==> config.mk <==
export PLATFORM = sky130hd
export DESIGN_NAME = rslt_port
export DESIGN_NICKNAME = d
export VERILOG_FILES = /design/src/rtl/rslt_port.sv
export SDC_FILE = /design/constraint.sdc
export NUM_CORES = 1
export LEC_CHECK = 0
export ABC_AREA = 0
export CORE_ASPECT_RATIO = 0.5
export CORE_UTILIZATION = 52
export DETAILED_ROUTE_END_ITERATION = 8
export DONT_BUFFER_PORTS = 1
export PLACE_DENSITY_LB_ADDON = 0.15
export SLEW_MARGIN = 25
export SYNTH_ARGS = -nofsm -noshare
export SYNTH_HDL_FRONTEND = slang
export SYNTH_SLANG_ARGS = --single-unit
export TNS_END_PERCENT = 10
==> constraint.sdc <==
create_clock -name clk -period 3.1 [get_ports clk]
set_input_delay 0.62 -clock clk [delete_from_list [all_inputs] [get_ports clk]]
set_output_delay 0.62 -clock clk [all_outputs]
set_load 0.005 [all_outputs]
==> src/rtl/rslt_port.sv <==
module rslt_port #(
  parameter int W = 16,
  parameter int DEPTH = 8
) (
  input  logic         clk,
  input  logic         rst_n,
  input  logic         wr_en,
  input  logic [W-1:0] wr_data,
  input  logic         rp_adv,
  input  logic         rp_sel,
  input  logic         cpu_rd,
  output logic [W-1:0] rp_data,
  output logic         rp_dv,
  output logic         rp_oe,
  output logic [W-1:0] cpu_data,
  output logic         ovf
);
  localparam int AW = (DEPTH > 1) ? $clog2(DEPTH) : 1;
  localparam int CW = $clog2(DEPTH + 1);
  localparam logic [AW-1:0] LAST = AW'(DEPTH - 1);

  logic [W-1:0]  mem [DEPTH];
  logic [AW-1:0] rd_ptr, wr_ptr;
  logic [CW-1:0] cnt;
  logic          adv_q;

  wire empty    = (cnt == '0);
  wire full     = (cnt == CW'(DEPTH));
  wire adv_rise = rp_adv & ~adv_q;
  wire pop      = ~empty & ((adv_rise & rp_sel) | cpu_rd);
  wire push     = wr_en & (~full | pop);
  wire [W-1:0] head = mem[rd_ptr];

  assign rp_dv    = ~empty;
  assign rp_oe    = rp_sel & rp_dv;
  assign rp_data  = rp_oe ? head : '0;
  assign cpu_data = empty ? '0 : head;

  always_ff @(posedge clk) begin
    if (!rst_n) begin
      rd_ptr <= '0;
      wr_ptr <= '0;
      cnt    <= '0;
      adv_q  <= 1'b0;
      ovf    <= 1'b0;
    end else begin
      adv_q <= rp_adv;
      if (wr_en && !push) ovf <= 1'b1;
      if (push) wr_ptr <= (wr_ptr == LAST) ? '0 : wr_ptr + 1'b1;
      if (pop)  rd_ptr <= (rd_ptr == LAST) ? '0 : rd_ptr + 1'b1;
      if (push && !pop)      cnt <= cnt + 1'b1;
      else if (pop && !push) cnt <= cnt - 1'b1;
    end
  end

  always_ff @(posedge clk) begin
    if (push) mem[wr_ptr] <= wr_data;
  end
endmodule


### Word level (Yosys, flattened, before mapping)

Memory sizes are Yosys's and may differ from the RTL's. A register that Yosys moved wholly into a read port is not among the register bits.
Index checks and enable logic that the tools add are counted.
W data, S select, Z words.

| operators by class | value |
|---|---|
| reduce and logical (&&, ||, !) cells | 7 |
| $add $sub $neg | 4 |
| multiplexer cells | 10 |
| bitwise gates (word level) | 10 |
| equal/unequal tests | 3 |

Operator list:

| cell | number |
|---|---|
| $mux W16 | 2 |
| $mux W3 | 4 |
| $mux W4 | 2 |
| $add A3 B1 Y3 const B | 2 |
| $eq A3 B3 Y1 const B | 2 |
| $and A1 B1 Y1 | 5 |
| $add A4 B1 Y4 const B | 1 |
| $eq A4 B4 Y1 const B | 1 |
| $logic_not A4 Y1 | 1 |
| $sub A4 B1 Y4 const B | 1 |
| $logic_and A1 B1 Y1 | 3 |
| $not A1 Y1 | 3 |
| $logic_not A1 Y1 | 2 |
| $mux W1 | 2 |
| $or A1 B1 Y1 | 2 |
| $reduce_bool A2 Y1 | 1 |

| storage, ports and cells | value |
|---|---|
| memories | 1 |
| input bits | 22 |
| output and inout bits | 35 |
| bits in writable memories | 128 |
| logic and storage cells | 40 |
| flip-flop bits (word level) | 12 |

Memories:

| memory | depth | width | read ports | clocked after memory_dff | write ports | line | RTL |
|---|---|---|---|---|---|---|---|
| mem | 8 | 16 | 1 | 1 | 1 | 22 | `logic [W-1:0] mem [DEPTH];` |

### Logic depth before layout (Yosys ltp)

Gate-level depths: netlist of the first run.

| depth | value |
|---|---|
| word-level depth | 11 |
| gate-level depth with buffers | 11 |
| depth with buffers taken out | 10 |

### Worst setup path after synthesis of the first run

No wires, ideal clock.

| timing path | value |
|---|---|
| path type | input to register |
| start | input port rp_sel |
| end | memory mem[2][0] (enable) |
| arrival time | 2555 ps |
| setup time | 430 ps |
| required time | 2670 ps |
| cell stages on the path | 3 |
| slack | 115 ps |
| path through | and3b_1 > nor3_4 > nor4_1 |

| between the ends | value |
|---|---|
| cells in the longest elaborated chain, start to end | 7 |

RTL lines:

| element | line | RTL |
|---|---|---|
| start, declared | 10 | `input logic rp_sel,` |
| $and A1 B1 Y1 | 30 | `wire pop = ~empty & ((adv_rise & rp_sel) \| cpu_rd);` |
| $or A1 B1 Y1 | 30 |  |
| $and A1 B1 Y1 | 30 |  |
| $or A1 B1 Y1 | 31 | `wire push = wr_en & (~full \| pop);` |
| $and A1 B1 Y1 | 31 |  |
| $mux W1 | 57 | `if (push) mem[wr_ptr] <= wr_data;` |
| $mux W1 (not written as such) | 57 |  |
| end, declared | 22 |  |

Every way passes these cells.

### Worst setup path after layout of the first run

| timing path | value |
|---|---|
| start | register cnt[1] |
| end | register cnt[3] |

| between the ends | value |
|---|---|
| cells in the longest elaborated chain, start to end | 8 |
| elaborated cells on any way between the ends | 16 |
| classes of those cells | add/sub: 2; eq/ne: 1; mux: 2; bitwise: 5; reduce/logical: 6 |

RTL lines:

| element | line | RTL |
|---|---|---|
| start, declared | 24 | `logic [CW-1:0] cnt;` |
| start signal, assigned | 51 | `if (push && !pop) cnt <= cnt + 1'b1;` |
| start signal, assigned | 52 | `else if (pop && !push) cnt <= cnt - 1'b1;` |
| $logic_not A4 Y1 | 27 | `wire empty = (cnt == '0);` |
| $not A1 Y1 | 30 |  |
| $and A1 B1 Y1 | 30 |  |
| $or A1 B1 Y1 | 31 |  |
| $and A1 B1 Y1 | 31 |  |
| $logic_not A1 Y1 | 52 |  |
| $logic_and A1 B1 Y1 | 52 |  |
| $reduce_bool A2 Y1 (no line) | n/a |  |

Several ways; a longest one is shown, not always the timed one. The select of a mux whose other input is x is not followed.
A chain may end at the register's enable or synchronous reset.

==> results.md, run 1 <==
Cells and area:
- The number of antenna diodes is 0.
- In the final design database the tool counted 353 nets.
- The area growth from synthesis to layout is 15.25%.
- In the final layout, the share of cells above drive strength 1 is 0.2679.
- The final core utilization is 0.6302.
- Once layout is done, the placed cells without fillers occupy 6581 µm².

Outcome:
- The run finished with clean final reports.

Logic synthesis:
- After synthesis the cells add up to 5710 µm².
- A synthesized cell averages 18.72 µm².
- After synthesis, the cell types taking the most area are edfxtp_1 (67%), mux4_2 (13%), dfxtp_1 (5.3%), mux2i_1 (3.9%), nor2_1 (2.4%).
- The cell count after synthesis is 305.
- Counting every net in the synthesized netlist gives 335.
- Of the post-synthesis cell area, the dominant cell type holds 0.6731.
- The flip-flop and latch count after synthesis is 143.
- The synthesized netlist contains 32 unique library cells.
- The share of the Yosys chip area taken by registers is 0.7257.
- The library cell with the largest summed area after synthesis is edfxtp_1.
- During synthesis, Yosys emitted a total of 0 warnings.

Clock tree:
- The number of buffers on the longest clock path is 2.
- The number of hold-repair buffers added at the cts stage is 0.
- Post-CTS timing repair inserted 0 buffers for setup.
- Clock latency on the worst-skew pair, taken at its later pin, is 0.40 ns.
- Gates resized during post-CTS repair numbered 0.
- The clock net in this run drives a total of 143 sinks.
- The clock transition at the register clock pins on the worst setup and hold paths after CTS is 0.06 ns.
- Clock tree synthesis inserted a total of 17 buffers.
- The tree is rooted in a clkbuf_16.
- TritonCTS built the clock tree.
- CTS built an H-tree with a depth of 4.

Placement:
- Detailed placement finished with a half-perimeter wire length of 6093 µm.
- Buffers placed on the I/O ports in this run total 0.
- The pre-CTS setup slack is 0.2417 ns.
- Routability-driven placement finished with a final weighted congestion of 0.7153.
- Once placement finished, the instance area stood at 5962 µm².

Setup path:
- The most frequent cell on the critical path is ha_1.
- For the worst setup path, the data arrival time is 3.21 ns.
- The critical path class is register to register.
- STA classifies the critical path startpoint as a register.
- The startpoint identified for the worst register-to-register timing path is cnt[1]$_SDFFE_PN0P_.
- STA classifies the critical path endpoint as a register.
- Counting cells, the worst reg-to-reg path comes to 10.
- The highest-delay cell along the critical path is or4b_4.
- Setup slack on the worst reg-to-reg path comes out at 0.23 ns.
- The total buffers and inverters traversed by the critical path is 1.
- The capture point of the worst reg-to-reg path is cnt[3]$_SDFFE_PN0P_.
- The kind of cell with the highest combined delay along the critical path is simple AND/OR/NAND/NOR gates.
- The critical path runs through a total of 10 cells.
- Of all nets on the critical path, the largest fanout is 7.
- Data on the critical path is required at its endpoint by 3.44 ns.
- The critical path goes through or4b_4 -> nor3_4 -> nor2b_2 -> ha_1 -> inv_1 -> ha_1 -> a21oi_1 -> a211oi_1 -> a31oi_1 -> mux2i_1.
- The critical path's largest stage delay is 0.58 ns.

Global route:
- The first global-routing pass estimated 16090 µm of wire.
- The number of antenna violations at the first check in global routing is 0.
- The via count of the first global-routing pass is 2900.
- Entering global routing, the biggest net connects 33 pins.
- The global-route congestion overflow total is 0.
- In the global route stage, overall resource usage came out at 0.2009.

STA:
- In the final timing run, aggregate negative setup slack is 0 ns.
- Across the routed clock network, the largest skew measured is 0.003511 ns.
- In this run the tightest slew margin relative to its limit is 0.6834.
- Timing would allow up to 348.1 MHz.
- The transition time of the tightest slew-check pin is 0.4750 ns.
- The count of endpoints failing hold in the final timing report came to 0.
- The final-report setup violation count is 0.
- The final-report max-slew violation count is 0.
- The part of the cycle the worst path needs is 0.9266.
- Across all setup checks in the final design, the least slack found is 0.2275 ns.
- Setup repair after global routing left no endpoint under its margin.
- The final period demand of the worst path is 2.872 ns.

Min path:
- The path category of the worst min-delay check is input pin to register.
- The cell depth of the worst min-delay path is 0.
- The start point of the worst hold path is wr_data[9].
- The path with the worst hold slack has its endpoint at mem[7][9]$_DFFE_PP_.

Power:
- The power per cell area is 845.7 nW/µm².
- The leakage power total is 2.151 nW.
- VDD sags by at most 0.4965 mV.

Die:
- The initial utilization of the core area, before any placement, comes to 0.5468.
- The floorplan step set the die width to 150.2 µm.
- During I/O placement, the number of pins put on the boundary was 57.
- In this run the vertical extent of the chip is 76.10 µm.
- The floorplan has 26 rows.
- The area of the placeable core is 10440 µm².
- The die covers 11430 µm².

Job:
- The number of max-cap violations is 0.

Routing:
- Dividing the detail-routed via count by the number of cells gives 5.777.
- The first detailed-routing pass took 4 iterations.
- In the routed design, unresolved DRC markers number 0.
- The post-detailed-route wirelength per cell is 21.91 µm.
- The total wire length after detailed routing is 10430 µm.
- After the first detailed-routing iteration, the DRC count stood at 182.
- The via total after detailed routing is 2750.
- Once detail routing completed, the nets flagged for antenna violations numbered 0.
## layer usage
layer | vias to the layer above | track usage | part of all wire
met4 | 0 | 0.06768 | 0.0061
met5 | - | 0 | 0
met3 | 9 | 0.05689 | 0.066
met1 | 1418 | 0.2643 | 0.43
li1 | 1240 | - | -
met2 | 83 | 0.3245 | 0.50
## cells in the mapped netlist
library cell,number
a211oi_1,1
a21boi_0,2
a21oi_1,2
a31oi_1,1
and2_1,3
and3b_1,1
buf_2,6
buf_6,1
clkbuf_1,7
dfxtp_1,15
edfxtp_1,128
fa_1,1
ha_1,7
inv_1,3
mux2i_1,22
mux4_2,32
nand2_1,13
nand2b_1,2
nand3_1,2
nor2_1,36
nor2b_1,3
nor2b_2,1
nor3_1,4
nor3_4,1
nor4_1,2
nor4_4,1
o21ai_0,1
o21ai_2,1
or3_1,1
or3b_2,2
or4b_4,1
xnor2_1,2
## cell usage in the layout (no fill, tap or decap), drive strengths merged, types with 2 or more instances in the layout
| master | instances |
|---|---|
| a21boi | 2 |
| a21oi | 2 |
| and2 | 3 |
| buf | 13 |
| bufinv | 4 |
| clkbuf | 17 |
| clkinv | 8 |
| clkinvlp | 2 |
| dfxtp | 15 |
| edfxtp | 128 |
| ha | 7 |
| inv | 4 |
| mux2i | 22 |
| mux4 | 32 |
| nand2 | 13 |
| nand2b | 2 |
| nand3 | 2 |
| nor2 | 36 |
| nor2b | 4 |
| nor3 | 5 |
| nor4 | 3 |
| o21ai | 2 |
| or3b | 2 |
| xnor2 | 2 |
## cells by family after synthesis
logic type,share of synthesized area
flip-flops,0.7257
AND/OR/NAND/NOR,0.06464
multiplexers,0.1648
buffers and inverters,0.01380
AO/OA/AOI/OAI,0.009202
adder cells (fa/ha/maj),0.01884
XOR/XNOR,0.003068
## worst max path at each step
stage / startpoint / end / slack (ns)
5_1_grt: cnt[1]$_SDFFE_PN0P_ / cnt[3]$_SDFFE_PN0P_ / 0.06
2_1_floorplan: rp_sel / mem[2][0]$_DFFE_PP_ / 0.11
3_5_place_dp: cnt[1]$_SDFFE_PN0P_ / cnt[3]$_SDFFE_PN0P_ / 0.24
3_3_place_gp: cnt[1]$_SDFFE_PN0P_ / cnt[3]$_SDFFE_PN0P_ / 0.41
4_1_cts: cnt[1]$_SDFFE_PN0P_ / cnt[3]$_SDFFE_PN0P_ / 0.25
6_report: cnt[1]$_SDFFE_PN0P_ / cnt[3]$_SDFFE_PN0P_ / 0.23
## report_power, final
group | total [mW] | switching, mW | internal [mW]
registers | 2.31 | 0.0914 | 2.22
logic | 1.16 | 0.618 | 0.540
clock network | 2.10 | 0.756 | 1.34
total | 5.57 | 1.47 | 4.10
## registers in the layout, indices dropped and copies added (netlist names), named ones only
name	flops
mem	128
cnt	4
rd_ptr	3
wr_ptr	3
adv_q	1
ovf	1
## stage by stage
step	std cells	total power, mW	hold WS (ns)
floorplan	305	3.237	0.4642
global placement	444	3.490	0.4880
detailed placement	444	3.530	0.5011
CTS	476	5.631	0.2886
global route	476	5.817	0.2885
finish	476	5.565	0.3059
## final cells by class
| cell class | count | area, µm² |
|---|---|---|
| flip-flops and latches | 143 | 4145 |
| fillers | 701 | 3861 |
| multi-input cells | 145 | 1520 |
| clock buffers | 17 | 425.4 |
| clock inverters | 15 | 193.9 |
| well taps | 140 | 175.2 |
| repair buffers | 13 | 110.1 |
| inverters | 3 | 11.26 |
(Power assumes the default switching activity.)
==> inputs of run 2 (changes only) <==
--- a/config.mk
+++ b/config.mk
@@ -7,7 +7,7 @@
 export LEC_CHECK = 0
 export ABC_AREA = 0
 export CORE_ASPECT_RATIO = 0.5
-export CORE_UTILIZATION = 52
+export CORE_UTILIZATION = 56
 export DETAILED_ROUTE_END_ITERATION = 8
 export DONT_BUFFER_PORTS = 1
 export PLACE_DENSITY_LB_ADDON = 0.15
==> results.md, run 2 (synthesis results as in run 1) <==
Outcome:
- The run finished with clean final reports.

Clock tree:
- The number of hold-repair buffers added at the cts stage is 0 (unchanged).
- The number of setup buffers added after CTS is 0 (unchanged).
- TritonCTS built the clock tree.
- The clock transition at the register clock pins on the worst setup and hold paths after CTS came to 0.06 ns (about the same).
- The number of sinks handled by clock tree synthesis is 143 (unchanged).
- The count of instances resized after the clock tree is built is 0 (unchanged).
- The library cell used as clock root buffer is clkbuf_16.
- The total clock buffers created by CTS is 17 (unchanged).
- The number of H-tree branching levels is 4 (unchanged).
- The number of buffers on the longest clock path is 2 (unchanged).
- The clock latency on the worst-skew pair is 0.41 ns (about the same).

Power:
- The internal power component came to 3.856 mW (-5.9%).
- The power per cell area is 816.8 nW/µm² (-3.4%).
- The proportion of total power due to net switching was 0.2749 (+0.01159).
- The net switching component of the power came to 1.462 mW (-0.24%).
- The post-layout total power is 5.318 mW (-4.4%).
- The sequential cell fraction of total power is 0.430 (+0.015).
- The leakage power total was 2.103 nW (-2.3%).
- The logic gate share of total power is 0.220 (+0.012).
- The worst voltage drop across the vdd grid is 0.4857 mV (-2.2%).
- The relative contribution of the clock network to total power is 0.350 (-0.027).

Job:
- The number of max-cap violations was 0 (unchanged).

Setup path:
- The critical path's largest stage delay was 0.58 ns (about the same).
- The most frequent cell on the critical path is ha_1.
- The total buffers and inverters traversed by the critical path is 1 (unchanged).
- The endpoint class of the critical path is a register.
- The highest-delay cell along the critical path is or4b_4.
- The highest net fanout along the worst path is 5 (-2).
- The critical path goes through or4b_4 -> nor3_4 -> nor2b_2 -> ha_1 -> inv_1 -> ha_1 -> a21oi_1 -> a211oi_1 -> a31oi_1 -> mux2i_1.
- The worst setup path is launched from a register.
- The data arrival time of the critical path came to 3.05 ns (-0.16 ns).
- The kind of cell with the highest combined delay along the critical path is simple AND/OR/NAND/NOR gates.
- The data required time at the worst endpoint was 3.43 ns (about the same).
- The critical path is of the register to register type.

Die:
- The initial core utilization was 0.5908 (+0.04396).
- The number of placement rows was 25 (-3.8%).
- The height of the die was 73.41 µm (-3.5%).
- The number of I/O pins came to 57 (unchanged).
- The floorplan die area is 10630 µm² (-7.0%).
- The area of the placeable core is 9666 µm² (-7.4%).
- The width of the chip is 144.8 µm (-3.6%).

STA:
- The part of the cycle the worst path needs was 0.8767 (-0.04992).
- The final-report max-slew violation count is 0 (unchanged).
- The worst-case clock skew is 0.009533 ns (+0.006022 ns).
- The maximum operating frequency came to 368.0 MHz (+5.7%).
- The final period demand of the worst path is 2.718 ns (-0.1548 ns).
- The count of endpoints failing hold in the final timing report is 0 (unchanged).
- Setup repair after global routing left no endpoint under its margin.
- The worst slew slack as a fraction of its limit is 0.6780 (-0.005375).
- The worst hold slack after final layout came to 0.2985 ns (-0.007398 ns).
- The final total negative setup slack is 0 ns (unchanged).
- The final-report setup violation count was 0 (unchanged).
- The transition time of the tightest slew-check pin came to 0.4830 ns (+0.008062 ns).

Cells and area:
- The number of flip-flops under the largest register name came to 128 (unchanged).
- In the layout the commonest cells are edfxtp_1 (128), nor2_1 (36), mux4_2 (32), mux2i_1 (22), clkbuf_16 (17).
- The area growth from synthesis to layout is 14.02%.
- The library cell used most frequently in the layout, excluding fill and tap cells, is edfxtp_1.
- The register area came to 4145 µm² (unchanged).
- The number of antenna diodes is 0 (unchanged).
- The fraction of layout instances using a drive strength above 1 is 0.2679 (unchanged).
- The largest registers in the layout are mem x128, cnt x4.
- mem holds more flip-flops than any other register.
- The multi-input combinational cell area is 1520 µm² (unchanged).
- The post-layout net count came to 354 (+0.28%).
- The number of fill cells was 604 (-14%).
- The number of standard cells in the final layout excluding fillers came to 471 (-1.1%).

Routing:
- The via total after detailed routing came to 2766 (+0.58%).
- The number of routed nets with antenna violations is 0 (unchanged).
- The final routed DRC violation total is 0 (unchanged).
- The total wire length after detailed routing is 10210 µm (-2.1%).
- The number of detailed-route iterations in the first pass came to 4 (unchanged).
- The per-cell via count in the routed design came to 5.873 (+1.6%).
- The post-detailed-route wirelength per cell is 21.68 µm (-1.0%).
- The starting DRC count in detailed routing is 210 (+15%).

Global route:
- The total routing usage reported by global routing is 0.2142 (+0.01325).
- The via count of the first global-routing pass is 2839 (-2.1%).
- The global-route wire length before repair is 15380 µm (-4.4%).
- The pin count of the biggest net entering global routing was 33 (unchanged).
- The global-route congestion overflow total came to 0 (unchanged).
- The number of antenna violations at the first check in global routing came to 0 (unchanged).

Placement:
- The placed cell count is 440 (-0.90%).
- The estimated wirelength of the detail-placed design is 5906 µm (-3.1%).
- The routability congestion estimate from global placement came to 0.6916 (-3.3%).
- The count of input and output buffers is 0 (unchanged).

Min path:
- In this run the worst hold path is classified as input pin to register.
## run 2: changes by cell type in the layout (fill, tap and decap cells not counted), sizes merged
cell / before / now
clkinvlp: 2 / 7
clkbuf: 17 / 18
bufinv: 4 / 1
buf: 13 / 14
clkinv: 8 / 4
## run 2: area by class of cell
type / count / share of cell area
tap: 135 / 0.02594
clock inverter: 13 / 0.01826
sequential: 143 / 0.6366
multi-input combinational: 145 / 0.2335
timing repair buffer: 14 / 0.01806
inverter: 3 / 0.001729
clock buffer: 18 / 0.06591
## run 2: routing by layer
metal | global-route usage | vias to the layer above | routed length (µm)
met2 | 0.3446 | 93 | 4926
met1 | 0.2732 | 1421 | 4419
li1 | - | 1245 | -
met3 | 0.07236 | 7 | 798
met4 | 0.08538 | 0 | 70
met5 | 0 | - | 0
## run 2: worst paths after layout
kind,cells past startpoint,endpoint,from,slack (ns)
hold / removal,0,mem[0][6]$_DFFE_PP_,wr_data[6],0.30
setup reg to reg,10,cnt[3]$_SDFFE_PN0P_,cnt[1]$_SDFFE_PN0P_,0.38
setup / recovery,10,cnt[3]$_SDFFE_PN0P_,cnt[1]$_SDFFE_PN0P_,0.38
hold reg to reg,2,ovf$_SDFFE_PN0P_,ovf$_SDFFE_PN0P_,0.52
## run 2: power by group through the flow
stage                     Combinational [mW]  Sequential, mW  Clock (mW)
after global routing                    1.29            2.30        1.97
after floorplan                        0.928            2.31           0
after CTS                               1.19            2.29        1.89
after detailed placement                1.19            2.33           0
final                                   1.17            2.29        1.86
after global placement                  1.16            2.32           0
## run 2: stage by stage
| step | worst slack, ns | cell area (µm²) | utilization |
|---|---|---|---|
| floorplan | 0.1149 | 5710 | - |
| global placement | 0.6305 | 5963 | 0.6170 |
| detailed placement | 0.4261 | 5963 | 0.6170 |
| CTS | 0.4219 | 6511 | 0.6737 |
| global route | 0.3116 | 6511 | 0.6737 |
| finish | 0.3823 | 6511 | 0.6737 |
